[src/rtl/readout_seq_pkg.sv]
package readout_seq_pkg;

  typedef enum logic [2:0] {
    ST_IDLE,
    ST_ACQ,
    ST_HOLD,
    ST_CONV,
    ST_READY,
    ST_SHIFT,
    ST_END
  } seqState_t;

  typedef struct packed {
    logic acqClear;
    logic acqRun;
    logic shiftClear;
    logic shiftStep;
  } seqStrobe_t;

endpackage

[src/rtl/readout_seq_ctrl.sv]
module readout_seq_ctrl
  import readout_seq_pkg::*;
#(
  parameter int DEPTH       = 16,
  parameter int CONV_CYCLES = 4,
  localparam int CNT_W      = $clog2(DEPTH + 1),
  localparam int TMR_W      = $clog2(CONV_CYCLES + 1)
) (
  input  logic             clk,
  input  logic             rstN,
  input  logic             startAcq,
  input  logic             startConv,
  input  logic             startRead,
  input  logic [CNT_W-1:0] colCount,
  input  logic             lastBit,
  output seqStrobe_t       strobe,
  output logic             transmitOn,
  output logic             endRead
);

  seqState_t state, stateNext;
  logic [TMR_W-1:0] convTimer, convTimerNext;
  logic [CNT_W-1:0] convCol, convColNext;

  always_comb begin
    stateNext     = state;
    convTimerNext = convTimer;
    convColNext   = convCol;
    strobe        = '0;
    unique case (state)
      ST_IDLE: if (startAcq) begin
        stateNext       = ST_ACQ;
        strobe.acqClear = 1'b1;
      end
      ST_ACQ: begin
        strobe.acqRun = startAcq;
        if (!startAcq) stateNext = ST_HOLD;
      end
      ST_HOLD: if (startConv) begin
        stateNext     = ST_CONV;
        convTimerNext = '0;
        convColNext   = '0;
      end
      ST_CONV: begin
        if (colCount == '0) begin
          stateNext = ST_READY;
        end else if (convTimer == TMR_W'(CONV_CYCLES - 1)) begin
          convTimerNext = '0;
          if (convCol + 1'b1 == colCount) stateNext = ST_READY;
          else convColNext = convCol + 1'b1;
        end else begin
          convTimerNext = convTimer + 1'b1;
        end
      end
      ST_READY: if (startRead) begin
        stateNext         = ST_SHIFT;
        strobe.shiftClear = 1'b1;
      end
      ST_SHIFT: begin
        strobe.shiftStep = 1'b1;
        if (lastBit) stateNext = ST_END;
      end
      ST_END:  stateNext = ST_IDLE;
      default: stateNext = ST_IDLE;
    endcase
  end

  always_ff @(posedge clk or negedge rstN) begin
    if (!rstN) begin
      state     <= ST_IDLE;
      convTimer <= '0;
      convCol   <= '0;
    end else begin
      state     <= stateNext;
      convTimer <= convTimerNext;
      convCol   <= convColNext;
    end
  end

  assign transmitOn = (state == ST_SHIFT);
  assign endRead    = (state == ST_END);

endmodule

[src/rtl/readout_seq_dp.sv]
module readout_seq_dp
  import readout_seq_pkg::*;
#(
  parameter int NUM_CH         = 36,
  parameter int DEPTH          = 16,
  parameter int BCID_W         = 8,
  parameter int HDR_W          = 8,
  parameter logic [HDR_W-1:0] CHIP_ID = 8'hA5,
  localparam int CNT_W         = $clog2(DEPTH + 1),
  localparam int IDX_W         = $clog2(DEPTH),
  localparam int WORD_W        = BCID_W + NUM_CH,
  localparam int POS_W         = $clog2(WORD_W),
  localparam int HPOS_W        = $clog2(HDR_W)
) (
  input  logic              clk,
  input  logic              rstN,
  input  seqStrobe_t        strobe,
  input  logic [NUM_CH-1:0] trig,
  output logic [CNT_W-1:0]  colCount,
  output logic              lastBit,
  output logic              ramFull,
  output logic              chipSat,
  output logic              serOut
);

  logic [BCID_W-1:0] bcidMem [DEPTH];
  logic [NUM_CH-1:0] hitMem  [DEPTH];
  logic [BCID_W-1:0] bcid;
  logic              inHdr;
  logic [POS_W-1:0]  bitPos;
  logic [CNT_W-1:0]  rdCol;
  logic [WORD_W-1:0] dataWord;
  logic [HPOS_W-1:0] hdrIdx;
  logic              hit, store, hdrEnd, wordEnd, curBit;

  assign ramFull = (colCount == CNT_W'(DEPTH));
  assign hit     = strobe.acqRun && (|trig);
  assign store   = hit && !ramFull;

  always_ff @(posedge clk or negedge rstN) begin
    if (!rstN) begin
      colCount <= '0;
      bcid     <= '0;
      chipSat  <= 1'b0;
    end else if (strobe.acqClear) begin
      colCount <= '0;
      bcid     <= '0;
      chipSat  <= 1'b0;
    end else if (strobe.acqRun) begin
      bcid <= bcid + 1'b1;
      if (hit && ramFull) chipSat <= 1'b1;
      if (store) colCount <= colCount + 1'b1;
    end
  end

  always_ff @(posedge clk) begin
    if (store) begin
      bcidMem[colCount[IDX_W-1:0]] <= bcid;
      hitMem[colCount[IDX_W-1:0]]  <= trig;
    end
  end

  assign dataWord = {bcidMem[rdCol[IDX_W-1:0]], hitMem[rdCol[IDX_W-1:0]]};
  assign hdrIdx   = HPOS_W'(HDR_W - 1) - bitPos[HPOS_W-1:0];
  assign hdrEnd   = inHdr && (bitPos == POS_W'(HDR_W - 1));
  assign wordEnd  = !inHdr && (bitPos == POS_W'(WORD_W - 1));
  assign lastBit  = (hdrEnd && colCount == '0) ||
                    (wordEnd && (rdCol + 1'b1 == colCount));
  assign curBit   = inHdr ? CHIP_ID[hdrIdx] : dataWord[POS_W'(WORD_W - 1) - bitPos];
  assign serOut   = strobe.shiftStep && curBit;

  always_ff @(posedge clk or negedge rstN) begin
    if (!rstN) begin
      inHdr  <= 1'b1;
      bitPos <= '0;
      rdCol  <= '0;
    end else if (strobe.shiftClear) begin
      inHdr  <= 1'b1;
      bitPos <= '0;
      rdCol  <= '0;
    end else if (strobe.shiftStep) begin
      if (hdrEnd) begin
        inHdr  <= 1'b0;
        bitPos <= '0;
      end else if (wordEnd) begin
        bitPos <= '0;
        rdCol  <= rdCol + 1'b1;
      end else begin
        bitPos <= bitPos + 1'b1;
      end
    end
  end

endmodule

[src/rtl/readout_sequencer.sv]
module readout_sequencer
  import readout_seq_pkg::*;
#(
  parameter int NUM_CH      = 36,
  parameter int DEPTH       = 16,
  parameter int BCID_W      = 8,
  parameter int HDR_W       = 8,
  parameter logic [HDR_W-1:0] CHIP_ID = 8'hA5,
  parameter int CONV_CYCLES = 4,
  localparam int CNT_W      = $clog2(DEPTH + 1)
) (
  input  logic              clk,
  input  logic              rstN,
  input  logic              startAcq,
  input  logic              startConv,
  input  logic              startRead,
  input  logic [NUM_CH-1:0] trig,
  output logic              ramFull,
  output logic              transmitOn,
  output logic              serOut,
  output logic              endRead,
  output logic              chipSat
);

  seqStrobe_t       strobe;
  logic [CNT_W-1:0] colCount;
  logic             lastBit;

  readout_seq_ctrl #(.DEPTH(DEPTH), .CONV_CYCLES(CONV_CYCLES)) u_ctrl (
    .clk(clk), .rstN(rstN), .startAcq(startAcq), .startConv(startConv),
    .startRead(startRead), .colCount(colCount), .lastBit(lastBit),
    .strobe(strobe), .transmitOn(transmitOn), .endRead(endRead)
  );

  readout_seq_dp #(.NUM_CH(NUM_CH), .DEPTH(DEPTH), .BCID_W(BCID_W),
                   .HDR_W(HDR_W), .CHIP_ID(CHIP_ID)) u_dp (
    .clk(clk), .rstN(rstN), .strobe(strobe), .trig(trig),
    .colCount(colCount), .lastBit(lastBit), .ramFull(ramFull),
    .chipSat(chipSat), .serOut(serOut)
  );

endmodule

[config.mk]
export PLATFORM = sky130hd
export DESIGN_NAME = readout_sequencer
export DESIGN_NICKNAME = d
export VERILOG_FILES = /design/src/rtl/readout_seq_pkg.sv /design/src/rtl/readout_seq_ctrl.sv /design/src/rtl/readout_seq_dp.sv /design/src/rtl/readout_sequencer.sv
export SDC_FILE = /design/constraint.sdc
export NUM_CORES = 1
export LEC_CHECK = 0
export BUFFER_PORTS_ARGS = -buffer_cell sky130_fd_sc_hd__buf_2
export CAP_MARGIN = 25
export CORE_MARGIN = 2
export CORE_UTILIZATION = 50
export DETAILED_ROUTE_END_ITERATION = 10
export PLACE_DENSITY = 0.68
export SETUP_SLACK_MARGIN = 0.5
export SLEW_MARGIN = 20
export SYNTH_ARGS = -nofsm -noshare
export SYNTH_HDL_FRONTEND = slang
export SYNTH_HIERARCHICAL = 1
export SYNTH_SLANG_ARGS = --single-unit
[constraint.sdc]
create_clock -name clk -period 6.3 [get_ports clk]
set_clock_uncertainty 0.05 [all_clocks]
set_input_delay 0.63 -clock clk [delete_from_list [all_inputs] [get_ports clk]]
set_output_delay 0.63 -clock clk [all_outputs]
set_load 0.05 [all_outputs]
== Word-level counts from Yosys, hierarchy flattened ==
Memory sizes are Yosys's and may differ from the RTL's.
Cells that the tools add are included.

* Bits in writable memories: 704
* ROM bits: 8
* Logic and storage cells: 122
* Bits in registers: 37
* Input bits: 41
* Memories kept: 3
* Output and inout bits: 5

{| class="wikitable"
|+ Memory list
! name !! words !! width !! read ports !! clocked after Yosys merged registers in !! write ports !! line !! source
|-
| u_dp.hitMem || 16 || 36 || 1 || 0 || 1 || readout_seq_dp.sv:27 || <nowiki>logic [NUM_CH-1:0] hitMem [DEPTH];</nowiki>
|-
| u_dp.bcidMem || 16 || 8 || 1 || 0 || 1 || readout_seq_dp.sv:26 || <nowiki>logic [BCID_W-1:0] bcidMem [DEPTH];</nowiki>
|-
| (no name shown) || 8 || 1 || 1 || 0 || 0 || readout_seq_dp.sv:69 || <nowiki>assign curBit = inHdr ? CHIP_ID[hdrIdx] : dataWord[POS_W'(WORD_W - 1) - bitPos];</nowiki>
|}

* Add/subtract/negate cells: 8
* Multiplexer cells: 49
* Order comparisons: 2
* Eq/ne operators: 23
* Reduce and logical (&&, ||, !) cells: 28

{| class="wikitable"
|+ Operators by type and width
! operator !! count
|-
| $mux W5 || 11
|-
| $reduce_or A36 Y1 || 1
|-
| $mux W3 || 11
|-
| $mux W6 || 4
|-
| $pmux W3 S6 || 1
|-
| $mux W1 || 17
|-
| $mux W8 || 2
|-
| $add A5 B1 Y5 const B || 3
|-
| $ne A2 B2 Y1 const B || 7
|-
| $reduce_bool A2 Y1 || 7
|-
| $eq A5 B5 Y1 || 2
|-
| $pmux W5 S2 || 1
|-
| $eq A3 B2 Y1 const B || 3
|-
| $eq A3 B3 Y1 const B || 3
|-
| $add A8 B1 Y8 const B || 1
|-
| $logic_and A1 B1 Y1 || 8
|-
| $lt A6 B7 Y1 const B || 1
|-
| $reduce_and A7 Y1 || 1
|-
| $add A6 B1 Y6 const B || 1
|-
| $bmux W1 S6 || 1
|-
| $eq A6 B3 Y1 const B || 1
|-
| $eq A6 B6 Y1 const B || 1
|-
| $ne A3 B1 Y1 const B || 2
|-
| $pmux W3 S2 || 1
|-
| other kinds (14) || 19
|}

== Logic depth before layout (Yosys ltp) ==
Gate-level depths: netlist (run 1).

* Word-level depth: 7
* Gate-level depth with buffers: 15
* Mapped depth without buffers: 13

== Cells and area by module ==
The synthesis (run 1) kept the hierarchy.

{| class="wikitable"
|+ By module, submodules not included
! module !! sequential area each (um^2) !! instances !! area an instance (um^2) !! cells each
|-
| readout_seq_dp || 21792.2 || 1 || 28798.9 || 1398
|-
| readout_seq_ctrl || 275.3 || 1 || 868.3 || 100
|}

== Worst setup path before layout (run 1) ==
Ideal clock, no wire load.

* Path type: register to register
* From: register u_ctrl.state[2]
* To: memory u_dp.bcidMem[0][0] (enable)
* Data arrival time: 5.684 ns
* Setup time: 0.555 ns
* Buffers on the path: 2
* Required time: 5.695 ns
* Path slack: 0.011 ns
* Period minus slack after synthesis: 6.289 ns
* Cell stages (with the launch flop): 8
* Path through: dfrtp_1 clkbuf_1 nand2b_1 nor3b_1 clkbuf_1 o31a_1 nand2_1 nor4_1

{| class="wikitable"
|+ RTL lines
! item !! line !! source
|-
| start: declaration || readout_seq_ctrl.sv:21 || <nowiki>seqState_t state, stateNext;</nowiki>
|-
| start signal: assignment || readout_seq_ctrl.sv:74 || <nowiki>state <= stateNext;</nowiki>
|-
| end: declaration || readout_seq_dp.sv:26 ||
|}

== Worst setup path in the final report (run 1) ==
* From: register u_dp.rdCol[0]
* To: output port serOut

* Cells in the longest elaborated chain, start to end: 5
* Elaborated cells on any way between the ends: 6
* Those cells by class: mux: 3; reduce/logical: 1; memory: 2

{| class="wikitable"
|+ RTL lines
! item !! line !! source
|-
| start: declaration || readout_seq_dp.sv:31 || <nowiki>logic [CNT_W-1:0] rdCol;</nowiki>
|-
| start signal: assignment || readout_seq_dp.sv:87 || <nowiki>rdCol <= rdCol + 1'b1;</nowiki>
|-
| $mem_v2 Z16 W36 / $mem_v2 Z16 W8 (equally long branches) || - ||
|-
| $bmux W1 S6 * || readout_seq_dp.sv:69 ||
|-
| $mux W1 (implied by the code) * || readout_seq_dp.sv:69 ||
|-
| $mux W1 * || readout_seq_dp.sv:69 ||
|-
| $logic_and A1 B1 Y1 * || readout_seq_dp.sv:70 || <nowiki>assign serOut = strobe.shiftStep && curBit;</nowiki>
|-
| end: declaration || readout_sequencer.sv:20 || <nowiki>output logic serOut,</nowiki>
|}

Mark *: on every way between the ends. The rest lies on a longest branch, timed or not. The select of a mux whose other input is x is not followed.

==> impl_metrics.py, run 1 <==
metrics = {
    "clock_network": {
        "tritoncts": "done",
        "clk_latency_ns": 0.62,
        "cts_resized": 0,
        "cts.sinks": 741,
        "cts.hold.buffers_added": 0,
        "cts_made_buffers": 76,
        "clk_pin_slew_ns": 0.06,
        "cts.path.max_buffers": 3,
        "clock-root-buffer": "clkbuf_16",
        "cts_max_level": 3,
        "post_cts_buffers": 0,
    },
    "floorplanning": {
        "initial_core_util": 0.505,
        "rows": 89,
        "fp.dieW_um": 248,
        "core_area_um2": 58800,
        "die_y_um": 248,
        "dieArea_um2": 61300,
        "pin_count": 46,
    },
    "setup_path": {
        "rrSetupSlack_ns": 2.54,
        "path_cells": "buf_12, buf_4, mux4_2, o221ai_1, a31oi_1, o211ai_1, a41oi_1, nor3_1, o211ai_1, buf_2",
        "rr_endpoint": "u_ctrl/state[0]",
        "slowest_delay_ns": 0.81,
        "worst_path_most_repeated_cell": "o211ai_1",
        "criticalPathCategory": "reg -> out",
        "cp_max_fo": 41,
        "worstPathRequired_ns": 5.62,
        "cp-start-kind": "flop",
        "r2r_cells": 13,
        "crit_slowest_cell": "dfrtp_4",
        "end_kind": "primary output",
        "r2r_start": "u_dp/rdCol[0]",
        "cp_data_arrival_time_ns": 4.43,
    },
    "cells_and_area": {
        "final_nets": 1641,
        "diodes": 0,
        "drive_gt1_frac": 0.250,
        "area_growth_syn_to_layout_pct": 12.5,
        "final_cells": 2421,
    },
    "logic_synthesis": {
        "syn_inst": 1498,
        "synth_warnings": 6,
        "syn-cell-area_um2": 29700,
        "yosysUniqueCellTypes": 74,
        "yosysSeqAreaShare": 0.744,
        "synth_edf_count": 704,
        "syn_avg_cell_area_um2": 19.8,
        "ys_async_sr_fraction": 0.0499,
        "synth.net_count": 1552,
        "synth_ff_type": "edfxtp_1",
        "synth-seq-cells": 741,
    },
    "power_and_ir_drop": {
        "switchingPower_w": 0.00410,
        "p_int_w": 0.00970,
        "seq_power_share": 0.433,
        "power_density_nw_per_um2": 413,
        "pwr-share-comb": 0.251,
        "pwr-share-clk": 0.317,
        "cellLeakagePower_nw": 10.6,
        "peakVddDrop_v": 0.000316,
        "switching_share": 0.297,
    },
    "global_routing": {
        "overflow": 0,
        "antenna_found_initial": 7,
        "grt_first_pass_wirelength_um": 104000,
        "grt.total_usage": 0.237,
        "grt_pass1_vias": 15400,
        "grt_max_degree": 89,
    },
    "place": {
        "dpl.cell_count": 2282,
        "dp_hpwl_um": 39700,
        "place.gp.congestion": 0.832,
        "io_buffer_count": 45,
    },
    "timing": {
        "setup_viol": 0,
        "min_period_ns": 5.11,
        "grt_setup_unrepaired": "false",
        "fin_setup_tns_ns": 0,
        "max_freq_ghz": 0.196,
        "slew_violations": 0,
        "finalCritPeriodShare": 0.811,
        "whs_ns": 0.111,
        "tightestPinTransition_ns": 1.04,
        "slew_headroom": 0.302,
        "hold_viol_final": 0,
    },
    "route": {
        "drt-total-wl_um": 70900,
        "detail-route-antenna-nets": 0,
        "wl_per_cell_um": 29.3,
        "vias": 15600,
        "drc_errors": 0,
        "drt_pass1_iterations": 5,
        "viasPerCell": 6.43,
        "initialDrtViolationCount": 1612,
    },
    "worst_hold_path": {
        "hp-class": "in -> async",
    },
    "run_status": {
        "status": "finished, final reports clean",
    },
    "run": {
        "drv_cap": 0,
    },
}
per-stage QoR:
stage	area, µm²	util	power (W)	setup slack [ns]
2_1_floorplan	29700	-	0.00843	1.04
3_3_place_gp	30900	0.526	0.00945	1.81
3_5_place_dp	31000	0.527	0.00951	1.78
4_1_cts	33400	0.568	0.0139	1.13
5_1_grt	33400	0.568	0.0143	0.988
6_report	33400	0.568	0.0138	1.19
how the worst max path moves through the flow:
| stage | depth (start not counted) | end | slack [ns] | from |
|---|---|---|---|---|
| 6_report | 10 | serOut | 1.19 | u_dp/rdCol[0] |
| 5_1_grt | 10 | serOut | 0.99 | u_dp/rdCol[0] |
| 4_1_cts | 10 | serOut | 1.13 | u_dp/rdCol[0] |
| 3_5_place_dp | 10 | serOut | 1.78 | u_dp/rdCol[0] |
| 3_3_place_gp | 10 | serOut | 1.81 | u_dp/rdCol[0] |
| 2_1_floorplan | 7 | u_dp/bcidMem[3][0] | 1.04 | u_ctrl/state[2] |
cells in the mapped netlist (16+ instances only):
master | number | share of area
a21oi_1 | 19 | 0.0032
a22oi_1 | 18 | 0.0046
clkbuf_1 | 33 | 0.0042
dfrtp_1 | 36 | 0.030
edfxtp_1 | 704 | 0.71
mux2i_1 | 35 | 0.012
mux4_2 | 167 | 0.13
nand2_1 | 58 | 0.0073
nand3_1 | 22 | 0.0037
nor2_1 | 62 | 0.0078
nor3_1 | 17 | 0.0029
o22ai_1 | 17 | 0.0036
xor2_1 | 16 | 0.0047
worst max-delay path, delay by kind of cell (launching register included):
kind	cells	cell delay (ns)
buf+inv	3	1.11
compound gates	5	0.93
flops	1	0.81
mux	1	0.55
simple gates	1	0.37
placed cells by master (no fill, tap or decap), types with 13 or more instances in the layout:
cell type  instances
nand3_1           22
clkbuf_16         79
nor3_1            14
o21ai_0           15
xnor2_1           15
ha_1              13
buf_4             43
nand2_1           58
o221ai_1          15
a21oi_1           19
mux2i_1           35
xor2_1            16
dfrtp_1           32
edfxtp_1         704
a22oi_1           18
buf_2             45
nor2_1            50
mux4_2           167
clkbuf_1          23
nor4_1            13
mux2_2            13
o22ai_1           17
sequential cells by signal, summed over array words and instances, names as in the netlist:
register / flops
u_ctrl/convCol: 5
u_ctrl/state: 3
u_dp/chipSat: 1
u_dp/bcidMem: 128
u_dp/hitMem: 576
u_ctrl/convTimer: 3
u_dp/rdCol: 5
u_dp/bitPos: 6
u_dp/bcid: 8
u_dp/inHdr: 1
u_dp/colCount: 5
cell type report:
type                    instances  area, µm²
fillers                      4398      25400
flip-flops and latches        741      22100
multi-input cells             659       7190
clock buffers                 108       2150
well taps                     773        967
repair buffers                 94        668
clock inverters                31        278
inverters                      15       56.3
power groups by stage:
stage	logic (W)	registers (W)	clock network [W]
floorplan	0.00257	0.00586	0
global placement	0.00340	0.00605	0
detailed placement	0.00344	0.00607	0
CTS	0.00346	0.00597	0.00445
global route	0.00367	0.00600	0.00463
finish	0.00346	0.00597	0.00437
per-layer routing:
layer  routed length (µm)  GRT usage  vias up
li1                     -          -     6386
met1                28200      0.334     8351
met2                34800      0.378      682
met3                 5970     0.0467      124
met4                 1850     0.0759       12
met5                   79          0        -
cell families after synthesis:
kind of cell,after synthesis,share of synthesized area
buf+inv,98,0.0181
mux,215,0.144
compound gates,147,0.0362
xor+xnor,31,0.00915
simple gates,253,0.0438
fa+ha+maj,13,0.00548
flops,741,0.744
(Power assumes the default switching activity.)
==> run 2, diff against run 1 <==
ABC_AREA = 1   (was default)
clock period = 4.6 ns   (was 6.3 ns; I/O delays follow)
==> run 2 against run 1 <==
Effect of this change: worst setup slack lost 0.56 ns; wire length increased by 12%; register-to-register slack worse by 1.2 ns; first-iteration DRC count up 51%; synthesized cell count increased by 77%; total power grew 24%; utilization fell by 0.12 points; count of clock-buffer cells in the layout fell by 11; sequential share of layout area decreased by 1.7 points; final cell count up 46%; global-route usage up 1.3 points.
==> impl_metrics.py, run 2 <==
metrics = {
    "run_status": {
        "status": "finished, final reports clean",
    },
    "setup_path": {
        "cp_max_fo": 88,
        "rrSetupSlack_ns": 1.33,
        "end_kind": "primary output",
        "rr_endpoint": "u_dp/bcidMem[15][7]",
        "crit_slowest_cell": "dfrtp_4",
        "worst_path_most_repeated_cell": "nand3_1",
        "worstPathRequired_ns": 4.09,
        "r2r_cells": 9,
        "crit_path_end": "serOut",
        "criticalPathCategory": "reg -> out",
        "cp-start-kind": "flop",
        "path_cells": "inv_12, buf_12, nand2_1, nand3_1, nand2_1, a21oi_1, o31ai_1, nand3_1, nand3_1, nand2_1, nand2_1, nand3_1, nand3_1, a21oi_4, buf_4",
        "crit_start": "u_dp/rdCol[0]",
        "cp_data_arrival_time_ns": 3.46,
        "r2r_start": "u_ctrl/state[1]",
        "slowest_delay_ns": 0.60,
    },
    "logic_synthesis": {
        "ys_async_sr_fraction": 0.0499,
        "synth_ff_type": "edfxtp_1",
        "synthTopCellsByCount": "nand2_1, edfxtp_1, nand3_1",
        "synthAdderAreaFrac": 0.00531,
        "syn_inst": 2655,
        "syn_avg_cell_area_um2": 11.5,
        "synth_largest_area_cell": "edfxtp_1",
        "syn-cell-area_um2": 30600,
        "yosysMostFrequentCell": "nand2_1",
        "synth.net_count": 2709,
        "yosys-top-cells-area": "edfxtp_1, nand2_1, nand3_1",
        "yosysUniqueCellTypes": 38,
        "synth_warnings": 6,
        "synth_compound_area_frac": 0.0208,
        "synthMuxAreaShare": 0,
        "yosys.area.top_type_share": 0.690,
        "yosysSeqAreaShare": 0.720,
        "synth_edf_count": 704,
        "synth_top_family_by_area": "simple AND/OR/NAND/NOR gates",
        "synthXorXnorAreaFrac": 0.00372,
        "synthSimpleGateAreaFrac": 0.220,
        "synth-seq-cells": 741,
    },
    "route": {
        "drc_errors": 0,
        "viasPerCell": 5.90,
        "vias": 20800,
        "drt-total-wl_um": 79400,
        "initialDrtViolationCount": 2440,
        "detail-route-antenna-nets": 0,
        "wl_per_cell_um": 22.5,
        "drt_pass1_iterations": 6,
    },
    "global_routing": {
        "grt_pass1_vias": 20000,
        "grt.total_usage": 0.250,
        "grt_max_degree": 95,
        "overflow": 0,
        "antenna_found_initial": 6,
        "grt_first_pass_wirelength_um": 119000,
    },
    "place": {
        "io_buffer_count": 45,
        "dp_hpwl_um": 39500,
        "dpl.cell_count": 3388,
        "dp_slack_ns": 0.812,
        "place.gp.congestion": 0.845,
    },
    "cells_and_area": {
        "final_common_cell": "nand2_1",
        "fill_cells": 4837,
        "drive_gt1_frac": 0.0872,
        "largest_reg_flops": 576,
        "postLayoutCoreUtil": 0.567,
        "final_nets": 2742,
        "area_growth_syn_to_layout_pct": 11.8,
        "final_cell_mix": "nand2_1, edfxtp_1, nand3_1",
        "final_cells": 3528,
    },
    "clock_network": {
        "clock-root-buffer": "clkbuf_16",
        "cts.path.max_buffers": 3,
        "cts_made_buffers": 74,
        "tritoncts": "done",
        "clk_pin_slew_ns": 0.06,
        "cts.sinks": 741,
        "clk_latency_ns": 0.61,
        "cts_max_level": 3,
    },
    "timing": {
        "setup_viol": 0,
        "layout_setup_ws_ns": 0.626,
        "min_period_ns": 3.97,
        "hold_viol_final": 0,
        "slew_headroom": 0.325,
        "fin_setup_tns_ns": 0,
        "slew_violations": 0,
        "grt_setup_unrepaired": "false",
        "finalCritPeriodShare": 0.864,
        "max_freq_ghz": 0.252,
        "tightestPinTransition_ns": 1.01,
    },
    "floorplanning": {
        "core_area_um2": 60500,
        "rows": 90,
        "die_y_um": 252,
        "fp.dieW_um": 252,
        "pin_count": 46,
        "dieArea_um2": 63300,
        "initial_core_util": 0.507,
    },
    "worst_hold_path": {
        "hp-class": "in -> reg",
    },
    "power_and_ir_drop": {
        "peakVddDrop_v": 0.000295,
        "cellLeakagePower_nw": 12.4,
        "power_density_nw_per_um2": 499,
    },
    "run": {
        "drv_cap": 0,
    },
}
## run 2: critical path, delay by kind of cell, from the launching register on
family / cells / cell delay, ns
buf+inv: 3 / 0.75
simple gates: 9 / 0.95
flops: 1 / 0.60
compound gates: 3 / 0.44
## run 2: cells by family (layout without fill, tap and decap cells)
logic type	after synthesis	in the layout
AND/OR/NAND/NOR	1563	1563
adder cells (fa/ha/maj)	13	13
XOR/XNOR	13	13
buffers and inverters	212	299
AO/OA/AOI/OAI	113	113
other	0	4
flip-flops	741	741
## run 2: routing by layer
metal	wire length, µm	global-route usage
met1	32800	0.352
met2	37700	0.403
met3	6890	0.0356
met4	2050	0.0872
met5	0	0
## run 2: report_power, final
part | switching [W] | total, W | leakage [nW] | internal [W]
sequential | 0.000232 | 0.00792 | 6.83 | 0.00769
combinational | 0.00252 | 0.00354 | 4.45 | 0.00102
clock | 0.00241 | 0.00563 | 1.08 | 0.00322
## run 2: worst min-delay path by stage
stage / slack [ns] / from / endpoint / depth (start not counted)
floorplan: 0.11 / rstN / u_ctrl/convCol[0] / 0
global placement: 0.42 / u_ctrl/convTimer[2] / u_ctrl/convTimer[2] / 1
detailed placement: 0.44 / u_ctrl/convCol[4] / u_ctrl/convCol[4] / 2
CTS: 0.16 / trig[27] / u_dp/hitMem[1][27] / 1
global route: 0.18 / trig[24] / u_dp/hitMem[3][24] / 1
finish: 0.17 / trig[27] / u_dp/hitMem[1][27] / 1
## run 2: what timing repair did
item                                   in CTS  in global routing
resized for setup                           4                  3
setup endpoints to repair                   1                  1
endpoints found under the hold margin      36                  0
setup buffers                               2                  3
hold buffers                                1                  0
## run 2: per-stage QoR
stage | cell area (µm²) | total power [W] | hold slack (ns)
6_report | 34300 | 0.0171 | 0.170
5_1_grt | 34300 | 0.0178 | 0.185
4_1_cts | 34200 | 0.0171 | 0.157
3_5_place_dp | 31900 | 0.0115 | 0.439
3_3_place_gp | 31900 | 0.0114 | 0.419
2_1_floorplan | 30600 | 0.0103 | 0.114
## run 2: area by class of cell
type	instances	area, µm²	share of cell area
diodes	4	10.0	0.000292
clock buffers	97	2000	0.0584
clock inverters	33	224	0.00654
inverters	57	236	0.00690
multi-input cells	1702	7760	0.226
flip-flops and latches	741	22100	0.644
well taps	782	978	0.0286
repair buffers	112	970	0.0283
